**config.mk**
```make
export PLATFORM = sky130hd
export DESIGN_NAME = l2_event_classifier
export DESIGN_NICKNAME = d
export VERILOG_FILES = /design/src/rtl/l2cls_pkg.sv /design/src/rtl/l2cls_req_decode.sv /design/src/rtl/l2cls_rsp_decode.sv /design/src/rtl/l2_event_classifier.sv
export SDC_FILE = /design/constraint.sdc
export NUM_CORES = 1
export LEC_CHECK = 0
export BUFFER_PORTS_ARGS = -buffer_cell sky130_fd_sc_hd__clkbuf_2
export CAP_MARGIN = 0
export CORE_MARGIN = 1
export CORE_UTILIZATION = 40
export CTS_CLUSTER_SIZE = 14
export DETAILED_ROUTE_END_ITERATION = 7
export PLACE_DENSITY = 0.82
export SLEW_MARGIN = 20
export SYNTH_ARGS = -nofsm -noshare
export SYNTH_HDL_FRONTEND = slang
export SYNTH_SLANG_ARGS = --single-unit
```
**constraint.sdc**
```tcl
create_clock -name clk -period 2.1 [get_ports clk]
set_clock_uncertainty 0.15 [all_clocks]
set_input_delay 0.525 -clock clk [delete_from_list [all_inputs] [get_ports clk]]
set_output_delay 0.525 -clock clk [all_outputs]
set_load 0.005 [all_outputs]
```
**src/rtl/l2cls_pkg.sv**
```systemverilog
package l2cls_pkg;

    typedef enum logic [2:0] {
        RK_RD_SHARED = 3'd0,
        RK_RD_INSTR  = 3'd1,
        RK_RD_OWN    = 3'd2,
        RK_UPGRADE   = 3'd3,
        RK_WRITEBACK = 3'd4
    } req_kind_e;

    typedef enum logic [1:0] {
        SK_L1_DATA  = 2'd0,
        SK_L1_ACK   = 2'd1,
        SK_MEM_DATA = 2'd2,
        SK_MEM_ACK  = 2'd3
    } rsp_kind_e;

    typedef enum logic [1:0] {
        UK_PLAIN = 2'd0,
        UK_EXCL  = 2'd1
    } ubl_kind_e;

    typedef enum logic [3:0] {
        EV_RD_SHARED   = 4'd0,
        EV_RD_INSTR    = 4'd1,
        EV_RD_OWN      = 4'd2,
        EV_UPGRADE     = 4'd3,
        EV_WB          = 4'd4,
        EV_WB_STALE    = 4'd5,
        EV_EVICT_DIRTY = 4'd6,
        EV_EVICT_CLEAN = 4'd7,
        EV_L1_DIRTY    = 4'd8,
        EV_L1_CLEAN    = 4'd9,
        EV_ACK_SOME    = 4'd10,
        EV_ACK_LAST    = 4'd11,
        EV_MEM_FILL    = 4'd12,
        EV_MEM_DONE    = 4'd13,
        EV_UNBLK       = 4'd14,
        EV_UNBLK_EXCL  = 4'd15
    } event_e;

    typedef enum logic {
        ST_CLEAN = 1'b0,
        ST_FAULT = 1'b1
    } fault_st_e;

endpackage

```
**src/rtl/l2cls_req_decode.sv**
```systemverilog
module l2cls_req_decode
    import l2cls_pkg::*;
(
    input  logic      [2:0] kind,
    input  logic            tag_hit,
    input  logic            free_way,
    input  logic            is_sharer,
    input  logic            victim_dirty,
    output event_e          code,
    output logic            use_victim,
    output logic            bad
);
    logic room;
    logic owned_copy;

    assign room       = tag_hit || free_way;
    assign owned_copy = tag_hit && is_sharer;

    always_comb begin
        code       = EV_RD_SHARED;
        use_victim = 1'b0;
        bad        = 1'b0;
        if (kind > 3'(RK_WRITEBACK)) begin
            bad = 1'b1;
        end else if (!room) begin
            use_victim = 1'b1;
            code       = victim_dirty ? EV_EVICT_DIRTY : EV_EVICT_CLEAN;
        end else begin
            unique case (req_kind_e'(kind))
                RK_RD_SHARED: code = EV_RD_SHARED;
                RK_RD_INSTR:  code = EV_RD_INSTR;
                RK_RD_OWN:    code = EV_RD_OWN;
                RK_UPGRADE:   code = owned_copy ? EV_UPGRADE : EV_RD_OWN;
                RK_WRITEBACK: code = owned_copy ? EV_WB : EV_WB_STALE;
                default:      code = EV_RD_SHARED;
            endcase
        end
    end

endmodule

```
**src/rtl/l2cls_rsp_decode.sv**
```systemverilog
module l2cls_rsp_decode
    import l2cls_pkg::*;
#(
    parameter int CNT_W = 4
) (
    input  logic             from_l1,
    input  logic       [1:0] rsp_kind,
    input  logic             dirty,
    input  logic [CNT_W-1:0] pend,
    input  logic [CNT_W-1:0] cnt,
    input  logic       [1:0] ubl_kind,
    output event_e           rsp_code,
    output logic             rsp_bad,
    output event_e           ubl_code,
    output logic             ubl_bad
);
    logic [CNT_W-1:0] left;
    assign left = pend - cnt;

    always_comb begin
        rsp_code = EV_L1_CLEAN;
        rsp_bad  = 1'b0;
        unique case (rsp_kind_e'(rsp_kind))
            SK_L1_DATA: begin
                rsp_bad  = !from_l1;
                rsp_code = dirty ? EV_L1_DIRTY : EV_L1_CLEAN;
            end
            SK_L1_ACK: begin
                rsp_bad  = !from_l1;
                rsp_code = (left == '0) ? EV_ACK_LAST : EV_ACK_SOME;
            end
            SK_MEM_DATA: begin
                rsp_bad  = from_l1;
                rsp_code = EV_MEM_FILL;
            end
            SK_MEM_ACK: begin
                rsp_bad  = from_l1;
                rsp_code = EV_MEM_DONE;
            end
            default: rsp_bad = 1'b1;
        endcase
    end

    always_comb begin
        ubl_code = EV_UNBLK;
        ubl_bad  = 1'b0;
        case (ubl_kind)
            2'(UK_PLAIN): ubl_code = EV_UNBLK;
            2'(UK_EXCL):  ubl_code = EV_UNBLK_EXCL;
            default:      ubl_bad  = 1'b1;
        endcase
    end

endmodule

```
**src/rtl/l2_event_classifier.sv**
```systemverilog
module l2_event_classifier
    import l2cls_pkg::*;
#(
    parameter int AW    = 32,
    parameter int IDW   = 4,
    parameter int CNT_W = 4
) (
    input  logic             clk,
    input  logic             rst_n,
    input  logic             req_valid,
    output logic             req_ready,
    input  logic       [2:0] req_kind,
    input  logic   [IDW-1:0] req_id,
    input  logic    [AW-1:0] req_addr,
    input  logic             lk_tag_hit,
    input  logic             lk_free_way,
    input  logic             lk_is_sharer,
    input  logic             lk_victim_dirty,
    input  logic    [AW-1:0] lk_victim_addr,
    input  logic             rsp_valid,
    output logic             rsp_ready,
    input  logic             rsp_from_l1,
    input  logic       [1:0] rsp_kind,
    input  logic             rsp_dirty,
    input  logic [CNT_W-1:0] rsp_ack_cnt,
    input  logic   [IDW-1:0] rsp_id,
    input  logic    [AW-1:0] rsp_addr,
    input  logic [CNT_W-1:0] pend_acks,
    input  logic             ubl_valid,
    output logic             ubl_ready,
    input  logic       [1:0] ubl_kind,
    input  logic   [IDW-1:0] ubl_id,
    input  logic    [AW-1:0] ubl_addr,
    output logic             evt_valid,
    output logic       [3:0] evt_code,
    output logic    [AW-1:0] evt_addr,
    output logic   [IDW-1:0] evt_id,
    output logic             err_sticky
);
    event_e rq_code, rs_code, ub_code;
    logic   rq_victim, rq_bad, rs_bad, ub_bad;

    l2cls_req_decode u_req (
        .kind         (req_kind),
        .tag_hit      (lk_tag_hit),
        .free_way     (lk_free_way),
        .is_sharer    (lk_is_sharer),
        .victim_dirty (lk_victim_dirty),
        .code         (rq_code),
        .use_victim   (rq_victim),
        .bad          (rq_bad)
    );

    l2cls_rsp_decode #(.CNT_W(CNT_W)) u_rsp (
        .from_l1  (rsp_from_l1),
        .rsp_kind (rsp_kind),
        .dirty    (rsp_dirty),
        .pend     (pend_acks),
        .cnt      (rsp_ack_cnt),
        .ubl_kind (ubl_kind),
        .rsp_code (rs_code),
        .rsp_bad  (rs_bad),
        .ubl_code (ub_code),
        .ubl_bad  (ub_bad)
    );

    // fixed priority: response, then unblock, then request
    logic sel_rsp, sel_ubl, sel_req;
    assign sel_rsp = rsp_valid;
    assign sel_ubl = ubl_valid && !rsp_valid;
    assign sel_req = req_valid && !rsp_valid && !ubl_valid;

    assign rsp_ready = 1'b1;
    assign ubl_ready = !rsp_valid;
    assign req_ready = !rsp_valid && !ubl_valid && !(rq_victim && !rq_bad);

    logic          nxt_valid, nxt_bad;
    event_e        nxt_code;
    logic [AW-1:0] nxt_addr;
    logic [IDW-1:0] nxt_id;

    always_comb begin
        nxt_code = rq_code;
        nxt_addr = rq_victim ? lk_victim_addr : req_addr;
        nxt_id   = req_id;
        nxt_bad  = sel_req && rq_bad;
        if (sel_rsp) begin
            nxt_code = rs_code;
            nxt_addr = rsp_addr;
            nxt_id   = rsp_id;
            nxt_bad  = rs_bad;
        end else if (sel_ubl) begin
            nxt_code = ub_code;
            nxt_addr = ubl_addr;
            nxt_id   = ubl_id;
            nxt_bad  = ub_bad;
        end
        nxt_valid = (sel_rsp || sel_ubl || sel_req) && !nxt_bad;
    end

    // fault state machine
    fault_st_e st_q, st_d;

    always_comb begin
        st_d = st_q;
        unique case (st_q)
            ST_CLEAN: if (nxt_bad) st_d = ST_FAULT;
            ST_FAULT: st_d = ST_FAULT;
            default:  st_d = ST_FAULT;
        endcase
    end

    always_ff @(posedge clk) begin
        if (!rst_n) st_q <= ST_CLEAN;
        else        st_q <= st_d;
    end

    // output register
    event_e evt_q;
    always_ff @(posedge clk) begin
        if (!rst_n) begin
            evt_valid <= 1'b0;
            evt_q     <= EV_RD_SHARED;
            evt_addr  <= '0;
            evt_id    <= '0;
        end else begin
            evt_valid <= nxt_valid;
            if (nxt_valid) begin
                evt_q    <= nxt_code;
                evt_addr <= nxt_addr;
                evt_id   <= nxt_id;
            end
        end
    end

    assign evt_code   = evt_q;
    assign err_sticky = (st_q == ST_FAULT);

    assert_single_accept_R1: assert property (@(posedge clk) disable iff (!rst_n)
        $onehot0({req_valid && req_ready, ubl_valid && ubl_ready, rsp_valid && rsp_ready}));

    assert_event_follows_offer_R2: assert property (@(posedge clk) disable iff (!rst_n)
        evt_valid |-> $past(rsp_valid || ubl_valid || req_valid));

    assert_evict_victim_addr_R4: assert property (@(posedge clk) disable iff (!rst_n)
        (evt_valid && (evt_code == EV_EVICT_DIRTY || evt_code == EV_EVICT_CLEAN))
        |-> (evt_addr == $past(lk_victim_addr)));

    assert_last_ack_count_R9: assert property (@(posedge clk) disable iff (!rst_n)
        (evt_valid && evt_code == EV_ACK_LAST) |-> $past(pend_acks == rsp_ack_cnt));

    assert_fault_sticky_R11: assert property (@(posedge clk) disable iff (!rst_n)
        err_sticky |=> err_sticky);

endmodule

```
### After elaboration in Yosys (flattened, before gate mapping)

Cells that the tools add are included.

* add/subtract/negate cells: 1
* magnitude comparators: 1
* eq/ne operators: 8
* mux-type cells: 26
* bitwise logic cells: 1
* reductions and logical operators: 24

Operator list (count)
* $mux 32: 3
* $pmux 4 s4: 2
* $mux 4: 6
* $mux 1: 13
* $logic_and 1x1->1: 9
* $eq 3x2->1 const B: 2
* $logic_not 1->1: 6
* $reduce_or 2->1: 3
* $eq 2x1->1 const B: 2
* $eq 2x2->1 const B: 2
* $logic_not 2->1: 2
* $logic_not 4->1: 1
* $pmux 1 s2: 2
* $sub 4x4->4: 1
* $eq 3x1->1 const B: 1
* $eq 3x3->1 const B: 1
* $gt 3x3->1 const B: 1
* $logic_or 1x1->1: 3
* $not 1->1: 1

* register bits after elaboration: 42
* input bits: 166
* output and inout bits: 45
* logic and storage cells: 66

### Longest topological paths before layout

* word-level depth: 8
* gate-level depth with buffers: 8
* depth with buffers taken out: 7

### Hierarchy

From an unflattened synthesis, not the netlist that was laid out.

* cell total of the unflattened synthesis: 413
* area total of the unflattened synthesis: 3604.7 µm²

By module, submodules not included
* l2_event_classifier: times used 1, cells each 370, area each 3303.2 µm²
* l2cls_rsp_decode: times used 1, cells each 27, area each 196.4 µm²
* l2cls_req_decode: times used 1, cells each 16, area each 105.1 µm²

### Worst setup path before layout

OpenSTA, ideal clock, no wires.

* kind: input to output
* from: input port req_kind[0]
* to: output port req_ready
* arrival time: 1.243 ns
* required time: 1.425 ns
* slack: 0.182 ns
* stages: 5
* cells stage by stage: o21ai_1 > nand2_1 > buf_4 > nand2_1 > inv_1

* longest elaborated chain between the ends: 6

Ends and longest elaborated chain
* from (decl): RTL line l2_event_classifier.sv:12 `input logic [2:0] req_kind,`
* $gt 3x3->1 (*): RTL line l2cls_req_decode.sv:23 `if (kind > 3'(RK_WRITEBACK)) begin`
* $mux 1: RTL line l2cls_req_decode.sv:23
* $logic_not 1->1: RTL line l2_event_classifier.sv:75 `assign req_ready = !rsp_valid && !ubl_valid && !(rq_victim && !rq_bad);`
* $logic_and 1x1->1 (*): RTL line l2_event_classifier.sv:75
* $logic_not 1->1 (*): RTL line l2_event_classifier.sv:75
* $logic_and 1x1->1 (*): RTL line l2_event_classifier.sv:75
* to (decl): RTL line l2_event_classifier.sv:11 `output logic req_ready,`

Mark *: on every way between the ends. The rest lies on a longest branch, timed or not.

### Worst setup path in the final report

* from: input port ubl_valid
* to: output port req_ready

* longest elaborated chain between the ends: 3

Ends and longest elaborated chain
* from (decl): RTL line l2_event_classifier.sv:29 `input logic ubl_valid,`
* $logic_not 1->1: RTL line l2_event_classifier.sv:75
* $logic_and 1x1->1 (2 in a row): RTL line l2_event_classifier.sv:75

No other way between the ends.

==> impl_results.md <==
* Commonest cells post-synth: nand2_1 (70), dfxtp_1 (42), mux2i_1 (36)
* Logic pwr share at 27.4%
* Die area at 6955 sq um
* CP Capture Type: primary output
* Crit path DAT at 1290 ps
* Leakage power at 2.212 nW
* Drc violations at 0
* Outcome: complete, no violations
* P_sw at 611.1 uW
* Initial Util at 41.50%
* Wire length per cell at 14.16 microns
* Reg2reg end: evt_addr[0]
* Total GRT Usage at 24.11%
* Count leader, synth: nand2_1
* Setup violators final at 0
* Routability Congestion at 0.8459
* Post-CTS Setup Inserts at 0
* Max Slew Vio Count at 0
* Initial antenna violation count at 0
* Primary FF master, synth: dfxtp_1
* Filler cell count at 571
* Register share of total power at 39.0%
* Pwr per Cell Area at 591.1 nW/um^2
* Final hold vios at 0
* Clk sinks at 42
* Max-cap violations at 0
* Grt total ovfl at 0
* Clock buffer depth at 2
* Total core area at 6386 sq um
* Final nets at 685
* Syn Inst Count at 314
* Port Buffers at 209
* CTS Buf Count at 5
* Cell Rows at 29
* Hold_buf cts at 0
* Cell taking the most area after synthesis: dfxtp_1
* R2r startpoint: evt_addr[0]
* Synth Register Bits at 42
* Reg2Reg Depth at 2
* Post-CTS Resized at 0
* Post-route ant nets at 0
* # IOs at 211
* CP Launch Point: ubl_valid
* Syn. warnings at 0
* Hold_ws at 319.8 ps
* Setup ws final at 136.5 ps
* Die H at 83.40 microns
* Vias at 3210
* Final Cycle Share at 93.50%
* Layout cells sized above 1 at 46.62%
* Worst vdd ir at 0.0003555 V
* ANT cells at 0
* Worst skew pair latency at 280 ps
* Switch share at 26.28%
* HPWL after detailed placement at 6755 microns
* CP Launch Type: primary input
* Worst reg-to-reg setup slack at 1290 ps
* Int Pwr at 1.714 mW
* Mapped Area at 2650 sq um
* Asr flop ratio synth at 0%
* Critical path type: in2out
* Initial DRC Count at 97
* Horiz. Die Dim at 83.40 microns
* Syn-to-layout area delta at 48.44%
* Pin count of the biggest net entering global routing at 40
* Setup TNS at 0 ps
* Root buf cell: clkbuf_8
* Utilization after layout at 61.60%
* WL final at 8410 microns
* Crit path time final at 1964 ps
* Synth cell types at 39
* Sequential-to-total area share from yosys stat at 31.73%
* CTS tree: yes
* Vias in the first global route at 3163
* Worst min-delay path category: reg2reg
* Post-synth EDFFs at 0
* Pre-antenna DRT Iters at 4
* Area contributors post-synth: dfxtp_1 (32%), mux2i_1 (14%), a22o_1 (9.9%), nand2_1 (9.9%), o221ai_1 (9.9%)
* RSZ-0062 raised after global routing: false
* CP max FO at 19
* Top-area cell type share of the netlist area at 31.73%
* CP Data Required Time at 1420 ps
* Final cell count without fillers at 594
* Syn Nets at 483
* Syn_area_per_cell at 8.440 sq um
* Global-route wire length before repair at 13880 microns
* Vias per inst at 5.404
* Worst Setup EP: req_ready
* Clock power frac at 33.6%
* CTS H-Tree Depth at 2
* Worst-path clk slew at 80 ps
* # placed instances at 586
* Fmax at 0.5093 GHz
* Setup WS pre-CTS at 15.45 ps
-- sequential cells by signal (all words and copies together), names as in the netlist --
name / count
evt_code: 4
evt_addr: 32
evt_id: 4
evt_valid: 1
err_sticky: 1
-- logic make-up after synthesis --
family                   after synthesis  share of synthesized area [%]
buffers and inverters                 38                          7.318
flip-flops                            42                          31.73
multiplexers                          39                          14.87
other                                  1                         0.1415
AO/OA/AOI/OAI                         96                          28.38
AND/OR/NAND/NOR                       91                          14.83
adder cells (fa/ha/maj)                3                          1.417
XOR/XNOR                               4                          1.322
-- worst max-delay path: stages --
cell      delay (ps)
clkbuf_2         130
buf_4            210
nor2_1           140
nand2_1           90
inv_1             80
clkbuf_2         110
-- power groups by stage --
stage	Clock (mW)	Sequential (mW)	Combinational [mW]
6_report	0.780	0.908	0.637
5_1_grt	0.833	0.917	0.702
4_1_cts	0.797	0.907	0.641
3_5_place_dp	0	0.925	0.639
3_3_place_gp	0	0.923	0.622
2_1_floorplan	0	0.926	0.323
-- area by class of cell --
| type | instances | area, sq um | area share, % |
|---|---|---|---|
| clock buffers | 6 | 82.58 | 2.099 |
| clock inverters | 2 | 60.06 | 1.527 |
| inverters | 9 | 33.78 | 0.8588 |
| multi-input cells | 234 | 1624 | 41.29 |
| flip-flops and latches | 42 | 840.8 | 21.37 |
| well taps | 77 | 96.34 | 2.449 |
| repair buffers | 224 | 1196 | 30.41 |
-- per-stage QoR --
step	instance area, sq um	power [mW]
floorplan	2650	1.249
global placement	3787	1.545
detailed placement	3787	1.564
CTS	3930	2.345
global route	3934	2.452
finish	3934	2.325
-- worst min-delay path by stage --
stage	depth (start not counted)	from	endpoint
after floorplan	1	err_sticky	err_sticky
after global placement	1	evt_code[1]	evt_code[1]
after detailed placement	1	evt_code[1]	evt_code[1]
after CTS	1	evt_code[1]	evt_code[1]
after global routing	1	err_sticky	err_sticky
final	1	err_sticky	err_sticky
-- routing by layer --
layer	part of all wire, %	vias up	wire length, microns	global-route usage [%]
met5	0	-	0	0
met1	39	1483	3272	26.37
met3	6.8	17	576	5.567
met4	1.8	0	153	8.150
met2	52	145	4409	45.23
li1	-	1565	-	-
-- layout by cell type (no fill, tap or decap), drive strengths merged, types with 2 or more instances in the layout --
cell type,instances
a22o,30
a21oi,10
inv,9
ha,3
mux2i,36
and2,2
a31oi,6
bufinv,2
o21ai,13
nand2,70
clkbuf,215
xnor2,2
buf,15
mux2,3
nor2,4
or2,2
xor2,2
and3,3
nor2b,5
a21boi,2
dfxtp,42
o221ai,30
Note: power is estimated with default switching activity, not from simulation.
